--- src/rtl/dsc_pkg.sv ---
package dsc_pkg;
  localparam int DIGIT_W = 4;
  typedef logic [DIGIT_W-1:0] bcd_t;

  // active-high a..g pattern, bit 0 = a
  function automatic logic [6:0] seg7_of(input bcd_t d);
    logic [6:0] p;
    case (d)
      4'd0: p = 7'h3F;
      4'd1: p = 7'h06;
      4'd2: p = 7'h5B;
      4'd3: p = 7'h4F;
      4'd4: p = 7'h66;
      4'd5: p = 7'h6D;
      4'd6: p = 7'h7D;
      4'd7: p = 7'h07;
      4'd8: p = 7'h7F;
      4'd9: p = 7'h6F;
      default: p = 7'h00;
    endcase
    return p;
  endfunction
endpackage

--- src/rtl/dsc_tick_gen.sv ---
module dsc_tick_gen #(
  parameter int DIV = 100_000
) (
  input  logic clk,
  input  logic rst,
  output logic tick
);
  localparam int CW = (DIV > 2) ? $clog2(DIV) : 1;
  localparam logic [CW-1:0] LAST = CW'(DIV - 1);

  logic [CW-1:0] cnt;

  assign tick = (cnt == LAST);

  always_ff @(posedge clk) begin
    if (rst)       cnt <= '0;
    else if (tick) cnt <= '0;
    else           cnt <= cnt + 1'b1;
  end
endmodule

--- src/rtl/dsc_bcd_chain.sv ---
module dsc_bcd_chain
  import dsc_pkg::*;
#(
  parameter int NDIG = 4
) (
  input  logic                    clk,
  input  logic                    rst,
  input  logic                    step,
  output logic [NDIG*DIGIT_W-1:0] digits
);
  logic [NDIG:0] carry;
  assign carry[0] = step;

  for (genvar i = 0; i < NDIG; i++) begin : g_dig
    bcd_t d;
    logic at_nine;
    assign at_nine      = (d == 4'd9);
    assign carry[i+1]   = carry[i] & at_nine;
    assign digits[i*DIGIT_W +: DIGIT_W] = d;

    always_ff @(posedge clk) begin
      if (rst)           d <= '0;
      else if (carry[i]) d <= at_nine ? 4'd0 : d + 4'd1;
    end
  end
endmodule

--- src/rtl/dsc_scan_mux.sv ---
module dsc_scan_mux
  import dsc_pkg::*;
#(
  parameter int NDIG = 4
) (
  input  logic                    clk,
  input  logic                    rst,
  input  logic                    advance,
  input  logic [NDIG*DIGIT_W-1:0] digits,
  output logic [7:0]              seg_n,
  output logic [NDIG-1:0]         dig_n
);
  localparam int IW = (NDIG > 2) ? $clog2(NDIG) : 1;
  localparam logic [IW-1:0] LAST = IW'(NDIG - 1);

  logic [IW-1:0] idx;
  bcd_t          shown;

  always_ff @(posedge clk) begin
    if (rst)          idx <= '0;
    else if (advance) idx <= (idx == LAST) ? '0 : idx + 1'b1;
  end

  assign shown = digits[idx*DIGIT_W +: DIGIT_W];
  assign seg_n = ~{1'b0, seg7_of(shown)};

  always_comb begin
    dig_n = '1;
    dig_n[idx] = 1'b0;
  end
endmodule

--- src/rtl/dec_scan_counter.sv ---
module dec_scan_counter
  import dsc_pkg::*;
#(
  parameter int COUNT_DIV = 25_000_000,
  parameter int SCAN_DIV  = 100_000
) (
  input  logic       clk,
  input  logic       rst,
  output logic [7:0] seg_n,
  output logic [3:0] dig_n
);
  localparam int NDIG = 4;

  logic                    count_tick;
  logic                    scan_tick;
  logic [NDIG*DIGIT_W-1:0] digit_bus;

  dsc_tick_gen #(.DIV(COUNT_DIV)) u_count_pre (
    .clk(clk), .rst(rst), .tick(count_tick)
  );

  dsc_tick_gen #(.DIV(SCAN_DIV)) u_scan_pre (
    .clk(clk), .rst(rst), .tick(scan_tick)
  );

  dsc_bcd_chain #(.NDIG(NDIG)) u_digits (
    .clk(clk), .rst(rst), .step(count_tick), .digits(digit_bus)
  );

  dsc_scan_mux #(.NDIG(NDIG)) u_scan (
    .clk(clk), .rst(rst), .advance(scan_tick), .digits(digit_bus),
    .seg_n(seg_n), .dig_n(dig_n)
  );
endmodule

--- config.mk ---
export PLATFORM = sky130hd
export DESIGN_NAME = dec_scan_counter
export DESIGN_NICKNAME = d
export VERILOG_FILES = /design/src/rtl/dsc_pkg.sv /design/src/rtl/dsc_tick_gen.sv /design/src/rtl/dsc_bcd_chain.sv /design/src/rtl/dsc_scan_mux.sv /design/src/rtl/dec_scan_counter.sv
export SDC_FILE = /design/constraint.sdc
export NUM_CORES = 1
export LEC_CHECK = 0
export BUFFER_PORTS_ARGS = -buffer_cell sky130_fd_sc_hd__buf_2
export CAP_MARGIN = 20
export CORE_MARGIN = 1.5
export CORE_UTILIZATION = 50
export CTS_CLUSTER_SIZE = 25
export DETAILED_ROUTE_END_ITERATION = 7
export GPL_TIMING_DRIVEN = 0
export PLACE_DENSITY = 0.67
export SLEW_MARGIN = 10
export SYNTH_ARGS = -nofsm -noshare
export SYNTH_HDL_FRONTEND = slang
export SYNTH_SLANG_ARGS = --single-unit
--- constraint.sdc ---
create_clock -name clk -period 3.4 [get_ports clk]
set_clock_uncertainty 0.1 [all_clocks]
set_input_delay 0.68 -clock clk [delete_from_list [all_inputs] [get_ports clk]]
set_output_delay 0.68 -clock clk [all_outputs]
set_load 0.01 [all_outputs]
Word level (Yosys, flattened, before mapping)
Memory sizes are Yosys's and may differ from the RTL's. Cells that the tools add are included.

Input port bits: 2. Output and inout port bits: 12. Memories kept: 1. Logic and storage cells: 40. Memory bits (read-only): 112. Register bits: 60.

Memories: (name not given) (words 16, bits a word 7, rd ports 1, clocked after memory_dff 0, write ports 0, line dsc_pkg.sv:8) `case (d)`.

$lt $le $gt $ge: 2. Bitwise logic cells: 5. Equality and inequality tests: 7. Shifts and indexed selects: 1. Reductions and logical operators: 3. Add/subtract/negate cells: 7. Muxes and demuxes: 7.

Operators by type and width (count): $add 25x1->25 const B (1); $eq 25x25->1 const B (1); $add 17x1->17 const B (1); $eq 17x17->1 const B (1); $add 4x1->4 const B (4); $eq 4x4->1 const B (4); $mux 4 (4); $shiftx 16x5->4 (1); $not 7->8 (1); $not 4->4 (1); $reduce_or 2->1 (2); $and 1x1->1 (3); $lt 2x3->1 const B (1); $add 2x1->2 const B (1); $demux 1 s2 (1); $eq 2x2->1 const B (1); $ge 2x1->1 const B (1); $mux 2 (1); $logic_and 1x1->1 (1); $mux 1 (1).

Longest topological paths before layout
Gate-level depths: netlist (run 1).

Depth in word-level cells: 5. Depth in mapped cells: 8. Depth with buffers taken out: 6.

Hierarchy
From an unflattened synthesis (run 1), not the netlist that was laid out.

Cells, all modules: 369. Area, all modules: 3310.7 µm².

By module, submodules not included: dsc_tick_gen at u_count_pre (cells an instance 138, instances 1, area each 1223.7 µm²); dsc_bcd_chain (cells an instance 92, instances 1, area each 809.5 µm²); dsc_tick_gen at u_scan_pre (cells an instance 88, instances 1, area each 797.0 µm²); dsc_scan_mux (cells an instance 51, instances 1, area each 480.5 µm²).

Worst setup path after synthesis (run 1)
No wires, ideal clock.

Path kind: reg-to-output. From: register u_scan.idx[0]. To: output port seg_n[3]. Path buffers: 1. Arrival: 1.905 ns. Slack: 0.715 ns. Cell stages (with the launch flop): 6. Data required time: 2.620 ns. Cell sequence: dfxtp_1 > clkbuf_1 > mux4_2 > inv_1 > ha_1 > a22oi_1.

Word-level cells in the longest chain between the ends: 3.

Ends and longest elaborated chain: start, declared (line dsc_scan_mux.sv:16) `logic [IW-1:0] idx;`; start signal, assigned (line dsc_scan_mux.sv:21) `else if (advance) idx <= (idx == LAST) ? '0 : idx + 1'b1;`; $shiftx 16x5->4 (line dsc_scan_mux.sv:24) `assign shown = digits[idx*DIGIT_W +: DIGIT_W];`; $mem_v2 16x7; $not 7->8 (line dsc_scan_mux.sv:25) `assign seg_n = ~{1'b0, seg7_of(shown)};`; end, declared (line dec_scan_counter.sv:9) `output logic [7:0] seg_n,`.

Every way passes these cells.

Worst setup path in the final report (run 1)
From: register u_scan.idx[0]. To: output port seg_n[5].

Same word-level chain as after synthesis.

==> results of run 1 <==
-- cell type report --
cell class | count | area, um^2 | share of cell area, %
Tap cell | 75 | 93.8 | 2.71
Multi-Input combinational cell | 274 | 1780 | 51.4
Inverter | 20 | 75.1 | 2.17
Buffer | 14 | 61.3 | 1.77
Clock inverter | 7 | 67.6 | 1.95
Timing Repair Buffer | 12 | 60.1 | 1.73
Sequential cell | 60 | 1200 | 34.7
Clock buffer | 9 | 124 | 3.58
-- worst max-delay path: stages (launching register included) --
cell and delay [ns]:
sky130_fd_sc_hd__dfxtp_1 0.36, sky130_fd_sc_hd__clkbuf_2 0.24, sky130_fd_sc_hd__mux4_2 0.52, sky130_fd_sc_hd__clkbuf_1 0.21
sky130_fd_sc_hd__or2_2 0.35, sky130_fd_sc_hd__nor2_1 0.13, sky130_fd_sc_hd__a21oi_1 0.05, sky130_fd_sc_hd__buf_2 0.15
-- metrics by stage --
step	hold WS [ns]	instances	utilization (%)
floorplan	0.313	368	-
global placement	0.321	455	54.9
detailed placement	0.357	455	54.9
CTS	0.367	471	58.2
global route	0.386	471	58.2
finish	0.363	471	58.2
-- Yosys cell counts, types with 2 or more instances --
cell                        n
sky130_fd_sc_hd__nor3b_1    3
sky130_fd_sc_hd__o21ai_0    9
sky130_fd_sc_hd__nor2_1    70
sky130_fd_sc_hd__xnor2_1   18
sky130_fd_sc_hd__nor4_1     4
sky130_fd_sc_hd__a22oi_1    2
sky130_fd_sc_hd__nand2b_1   2
sky130_fd_sc_hd__buf_2      3
sky130_fd_sc_hd__dfxtp_1   60
sky130_fd_sc_hd__and4_1     3
sky130_fd_sc_hd__xor2_1    28
sky130_fd_sc_hd__and3_1     7
sky130_fd_sc_hd__nand4b_1   2
sky130_fd_sc_hd__a21oi_1   12
sky130_fd_sc_hd__nand3_1   21
sky130_fd_sc_hd__mux4_2     4
sky130_fd_sc_hd__nor4_4     2
sky130_fd_sc_hd__mux2i_1    4
sky130_fd_sc_hd__inv_1     20
sky130_fd_sc_hd__and2_1     2
sky130_fd_sc_hd__ha_1      11
sky130_fd_sc_hd__or2_2      2
sky130_fd_sc_hd__nor3_1     6
sky130_fd_sc_hd__nand2_1   26
sky130_fd_sc_hd__or3_1      6
sky130_fd_sc_hd__nand4_1   10
sky130_fd_sc_hd__clkbuf_1  10
-- state kept, by name (all words and copies together) (netlist names) --
register and count:
u_count_pre.cnt 25, u_scan_pre.cnt 17, u_digits.g_dig.d 16, u_scan.idx 2
-- power by group through the flow --
stage          Combinational (uW)  Sequential (uW)  Clock [uW]
6_report                     29.4              714         622
5_1_grt                      35.0              715         667
4_1_cts                      29.9              714         637
3_5_place_dp                 29.7              730           0
3_3_place_gp                 29.4              729           0
2_1_floorplan                22.2              729           0
-- per-layer routing --
metal	vias up	wire, um	part of all wire (%)	GRT usage, %
met5	-	0	0	0
met4	0	131	2.3	9.32
met3	12	167	2.9	4.44
met2	33	2600	45	29.8
met1	1157	2910	50	24.7
li1	1294	-	-	-
-- logic make-up after synthesis --
| group | share of synthesized area (%) |
|---|---|
| compound gates | 5.18 |
| simple gates | 30.0 |
| buf+inv | 4.33 |
| mux | 4.53 |
| other cells | 0.120 |
| xor+xnor | 12.9 |
| flops | 38.5 |
| fa+ha+maj | 4.41 |
-- final timing paths --
| path | slack [ns] | from | cells past startpoint | endpoint |
|---|---|---|---|---|
| setup / recovery | 0.28 | u_scan.idx[0] | 7 | seg_n[5] |
| hold / removal | 0.36 | u_count_pre.cnt[0] | 1 | u_count_pre.cnt[0] |
| setup reg to reg | 0.79 | u_scan_pre.cnt[0] | 8 | u_scan_pre.cnt[10] |
| hold reg to reg | 0.36 | u_count_pre.cnt[0] | 1 | u_count_pre.cnt[0] |
==> qor.txt, run 1 <==
======================================================================================
PD cells                                                                   394 nW/um^2
Number of distinct standard cells referenced by the synthesized netlist             48
I/O pin count                                                                       14
Leakage component of the power                                              0.00130 uW
Wire length of the first global-routing pass                                   9.78 mm
Power share of the sequential group                                              52.3%
Power, Total                                                                   1370 uW
Initial Utilization                                                              52.4%
Portion of total power attributed to combinational logic                          2.2%
Number of clock buffers inserted by TritonCTS                                        9
Count of mapped cells out of synthesis                                             368
Count of final hold-check violations                                                 0
Pre-CTS setup slack                                                           0.467 ns
Maximum root-to-sink buffer count                                                    2
EDFF count, synth                                                                    0
Final number of max-transition violations                                            0
Clock Root Buffer                                                         sky130_fd_sc_hd__clkbuf_8
Synthesis warning total                                                              0
Most common cell after layout, fill and taps aside                        sky130_fd_sc_hd__nor2_1
Sum of overflow across all layers after global routing                               0
Setup repair bufs after CTS                                                          0
Number of inserted diodes                                                            0
Row cnt                                                                             28
Min cycle time layout                                                          3.12 ns
Post-CTS Hold Buffers                                                                0
Clock latency on the worst-skew pair                                           0.34 ns
Overall die width                                                              82.0 um
Net switching power of the design                                               313 uW
TritonCTS clock tree                                                             built
Top cell type's share of synthesized area                                        38.5%
Required time at the worst-slack endpoint                                      2.62 ns
Detailed-route wire length                                                     5.81 mm
IO Port Bufs                                                                        12
Net Count, Synth                                                                   381
Internal cell power                                                            1050 uW
Post-synthesis cell type with the largest combined area                   sky130_fd_sc_hd__dfxtp_1
DIE AREA                                                                     6720 um^2
Highest Clock Rate                                                           0.320 GHz
Level count of the clock H-tree                                                      3
Clock tree sinks                                                                    60
Number of remaining DRC errors                                                       0
Antenna violation net count after detailed routing                                   0
Share of flip-flops with an asynchronous set or reset                               0%
Flip-flop and latch count after synthesis                                           60
Floorplan core area                                                          5960 um^2
Filler cell count in the final layout                                              560
Area growth syn-to-layout                                                        11.1%
Initial antenna violation count                                                      0
Critical path endpoint category                                             output pin
Number of global-route vias before repair                                        2,200
Leading cell types in the layout, fill and taps excluded                  70 x sky130_fd_sc_hd__nor2_1, 60 x sky130_fd_sc_hd__dfxtp_1, 28 x sky130_fd_sc_hd__xor2_1, 26 x sky130_fd_sc_hd__nand2_1, 21 x sky130_fd_sc_hd__nand3_1
Count of TritonRoute iterations in the first routing pass                            5
Maximum number of pins on one net before global-route repair                        12
Switching portion of total power                                                 22.9%
Status                                                                    finished, final reports clean
Y dimension of the die                                                         82.0 um
Share of the cycle needed by the critical path after routing                     91.9%
Layout cell share with drive strength beyond 1                                   11.6%
Routed WL per cell                                                             12.3 um
Highest net fanout along the worst path                                             10
Least setup slack across all paths after layout                               0.277 ns
Clock transition at path regs                                                  0.07 ns
Avg Synthesized Cell Area                                                    8.47 um^2
Violation count after the first detailed-routing iteration                         115
Count of vias placed by the detailed router                                      2,496
Area of placed instances                                                     3270 um^2
Max-cap check violation count                                                        0
Cell area after synthesis                                                    3120 um^2
Critical Setup Path Class                                                 register to output pin
Resize count post-CTS                                                                0
Data arrival time of the critical path                                         2.34 ns
Worst IR drop on VDD                                                        0.000299 V
Final setup violating endpoints                                                      0
Part of the Yosys area used for sequential elements                              38.5%
Hold Crit Class                                                           register to register
Least-Margin Pin Slew                                                         0.834 ns
Total negative setup slack                                                        0 ns
Top post-synthesis cells by area                                          sky130_fd_sc_hd__dfxtp_1 39%, sky130_fd_sc_hd__nor2_1 8.4%, sky130_fd_sc_hd__xor2_1 7.9%
Unrepaired setup endpoints after global routing                                  false
Final RePlAce weighted congestion                                                0.753
Most used DFF post-synth                                                  sky130_fd_sc_hd__dfxtp_1
DP HPWL                                                                        4.14 mm
Overall fraction of global-route tracks in use                                   19.1%
Clock share of power                                                             45.6%
Startpoint type of the worst setup path                                       register
Final std cell area, no fill                                                 3460 um^2
Vias/cell                                                                         5.30
Tightest slew margin relative to the limit                                       44.0%
Layout net count                                                                   404
======================================================================================
Note: power is estimated with default switching activity, not from simulation.
==> inputs of run 2 (changes only) <==
==> constraint.sdc (replaced) <==
create_clock -name clk -period 3.4 [get_ports clk]
set_clock_uncertainty 0.1 [all_clocks]
set_input_delay 0.34 -clock clk [delete_from_list [all_inputs] [get_ports clk]]
set_output_delay 0.34 -clock clk [all_outputs]
set_load 0.01 [all_outputs]
==> run 2 against run 1 <==
Against the previous run:
- total power about the same
- combinational power about the same
- global-route usage stayed put
- register-to-register slack about the same
- non-clock buffer count did not move
- final area is essentially flat
- clock-buffer cell count stayed put
- routed wire length is essentially flat
- fmax is 6.1% higher
- highest routed layer unchanged
==> qor.txt, run 2 (synthesis results as in run 1) <==
===========================================================================
Detailed-route wire length                                          5.81 mm   about the same
Number of remaining DRC errors                                            0   unchanged
Pre-CTS setup slack                                                0.798 ns   was 0.467 ns
Highest net fanout along the worst path                                  10   unchanged
Clock Root Buffer                                              sky130_fd_sc_hd__clkbuf_8   unchanged
Leading cell types in the layout, fill and taps excluded       70 x sky130_fd_sc_hd__nor2_1, 60 x sky130_fd_sc_hd__dfxtp_1, 28 x sky130_fd_sc_hd__xor2_1, 26 x sky130_fd_sc_hd__nand2_1, 21 x sky130_fd_sc_hd__nand3_1   unchanged
DP HPWL                                                             4.14 mm   unchanged
Count of vias placed by the detailed router                           2,504   was 2,496
Most common cell after layout, fill and taps aside             sky130_fd_sc_hd__nor2_1   unchanged
Gr busiest metal                                                       met2   unchanged
Hold Crit Class                                                primary input to register   was register to register
Endpoint of the lowest-slack register-to-register path         u_scan_pre.cnt[10]   unchanged
Least-Margin Pin Slew                                              0.831 ns   was 0.834 ns
Min cycle time layout                                               2.94 ns   was 3.12 ns
Sum of overflow across all layers after global routing                    0   unchanged
Cells along the critical path                                  clkbuf_1 > mux4_2 > clkbuf_1 > or2_2 > nor2_1 > a21oi_1 > buf_2   was clkbuf_2 > mux4_2 > clkbuf_1 > or2_2 > nor2_1 > a21oi_1 > buf_2
Register with the most flip-flops                              u_count_pre.cnt   unchanged
Leakage component of the power                                   0.00130 uW   about the same
Final setup violating endpoints                                           0   unchanged
Y dimension of the die                                              82.0 um   unchanged
Endpoint of the worst hold-timing path                         u_digits.g_dig[2].d[3]   was u_count_pre.cnt[0]
Final instance count without filler cells                               471   unchanged
Hold wc startpoint                                                      rst   was u_count_pre.cnt[0]
Routed WL per cell                                                  12.3 um   about the same
Floorplan core area                                               5960 um^2   unchanged
Critical Setup Path Class                                      register to output pin   unchanged
Worst IR drop on VDD                                             0.000299 V   unchanged
Wire length of the first global-routing pass                        9.78 mm   unchanged
CP max stage delay                                                  0.55 ns   was 0.52 ns
Tightest slew margin relative to the limit                            44.2%   was 44.0%
I/O pin count                                                            14   unchanged
Number of global-route vias before repair                             2,200   unchanged
Status                                                         finished, final reports clean   unchanged
Filler cell count in the final layout                                   561   was 560
Overall die width                                                   82.0 um   unchanged
Layout net count                                                        404   unchanged
Initial antenna violation count                                           0   unchanged
Most common cell type on the critical path                     sky130_fd_sc_hd__clkbuf_1
Maximum root-to-sink buffer count                                         2   unchanged
Resize count post-CTS                                                     0   unchanged
Critical path endpoint category                                  output pin   unchanged
Source of the worst register-to-register timing path           u_scan_pre.cnt[0]   unchanged
IO Port Bufs                                                             12   unchanged
Unrepaired setup endpoints after global routing                       false   unchanged
TritonCTS clock tree                                                  built   unchanged
Least setup slack across all paths after layout                    0.457 ns   was 0.277 ns
Violation count after the first detailed-routing iteration              115   unchanged
Register Area                                                     1200 um^2   unchanged
Met2 demand-to-capacity share in global routing                       29.8%   unchanged
Count of TritonRoute iterations in the first routing pass                 5   unchanged
Required time at the worst-slack endpoint                           2.96 ns   was 2.62 ns
GRT met3 Usage                                                        4.44%   unchanged
PD cells                                                        394 nW/um^2   about the same
FF-to-FF path depth                                                       8   unchanged
Setup repair bufs after CTS                                               0   unchanged
Worst Hold Path Cells                                                     3   was 1
Share of the cycle needed by the critical path after routing          86.6%   was 91.9%
Highest Clock Rate                                                0.340 GHz   was 0.320 GHz
Final number of max-transition violations                                 0   unchanged
Layout cell share with drive strength beyond 1                        11.4%   was 11.6%
Grt met1 use                                                          24.7%   unchanged
Clock transition at path regs                                       0.07 ns   about the same
Startpoint type of the worst setup path                            register   unchanged
Clock latency on the worst-skew pair                                0.34 ns   about the same
Number of inserted diodes                                                 0   unchanged
Maximum number of pins on one net before global-route repair             12   unchanged
Total negative setup slack                                             0 ns   unchanged
Cell with the largest stage delay on the worst path            sky130_fd_sc_hd__mux4_2   unchanged
Number of instances in the placed design                                455   unchanged
Overall fraction of global-route tracks in use                        19.1%   unchanged
Clock tree sinks                                                         60   unchanged
Level count of the clock H-tree                                           3   unchanged
Worst Path Buf+Inv                                                        3   unchanged
Max-cap check violation count                                             0   unchanged
Final RePlAce weighted congestion                                     0.753   unchanged
Area growth syn-to-layout                                             11.1%   about the same
Initial Utilization                                                   52.4%   unchanged
Row cnt                                                                  28   unchanged
Post-CTS Hold Buffers                                                     0   unchanged
Power, Total                                                        1370 uW   about the same
Number of clock buffers inserted by TritonCTS                             9   unchanged
Flop2flop setup slack                                               0.80 ns   was 0.79 ns
Largest register FFs                                                     25   unchanged
Count of final hold-check violations                                      0   unchanged
Cell family with most CP delay                                 buffers and inverters   unchanged
Data arrival time of the critical path                              2.50 ns   was 2.34 ns
Vias/cell                                                              5.32   was 5.30
Total area of multi-input combinational cells                     1780 um^2   unchanged
Regs by FF count                                               u_count_pre.cnt (25), u_scan_pre.cnt (17), u_digits.g_dig.d (16)   unchanged
Antenna violation net count after detailed routing                        0   unchanged
DIE AREA                                                          6720 um^2   unchanged
===========================================================================
## run 2: cell types whose count changed in the layout (fill, tap and decap cells not counted)
cell,delta
sky130_fd_sc_hd__clkbuf_2,-1
sky130_fd_sc_hd__clkbuf_1,+1
## run 2: metal layers
metal,routed length (um),vias to the layer above
met5,0,-
met1,2900,1161
met4,131,0
li1,-,1294
met3,172,12
met2,2600,37
## run 2: how the worst max path moves through the flow
stage                 startpoint                 end  slack [ns]  cells past startpoint
6_report           u_scan.idx[0]            seg_n[5]        0.46                      7
5_1_grt            u_scan.idx[0]            seg_n[5]        0.27                      8
4_1_cts            u_scan.idx[0]            seg_n[5]        0.43                      7
3_5_place_dp   u_scan_pre.cnt[0]  u_scan_pre.cnt[10]        0.80                      8
3_3_place_gp   u_scan_pre.cnt[0]  u_scan_pre.cnt[10]        0.80                      8
2_1_floorplan      u_scan.idx[0]            seg_n[3]        1.06                      5
## run 2: worst reg2reg max path, stage by stage, from the launching register on
cell and delay (ns):
sky130_fd_sc_hd__dfxtp_1 0.37, sky130_fd_sc_hd__ha_1 0.21, sky130_fd_sc_hd__and4_1 0.26, sky130_fd_sc_hd__nand2_1 0.07, sky130_fd_sc_hd__nor4_1 0.63, sky130_fd_sc_hd__or2_2 0.22
sky130_fd_sc_hd__clkbuf_1 0.28, sky130_fd_sc_hd__buf_2 0.29, sky130_fd_sc_hd__nor2_1 0.07
## run 2: power by group
| part | internal (uW) | switching, uW |
|---|---|---|
| combinational | 10.1 | 19.4 |
| sequential | 709 | 5.27 |
| clock | 334 | 289 |
| total | 1050 | 313 |
## run 2: layout make-up
type                            instances  area share [%]
Sequential cell                        60            34.7
Inverter                               20            2.17
Tap cell                               75            2.71
Clock inverter                          7            1.95
Clock buffer                            9            3.58
Multi-Input combinational cell        274            51.4
Buffer                                 14            1.73
Timing Repair Buffer                   12            1.73
## run 2: stage by stage
stage	instance area (um^2)	hold WS [ns]	utilization, %
floorplan	3120	0.313	-
global placement	3270	0.321	54.9
detailed placement	3270	0.357	54.9
CTS	3460	0.271	58.2
global route	3460	0.301	58.2
finish	3460	0.284	58.2
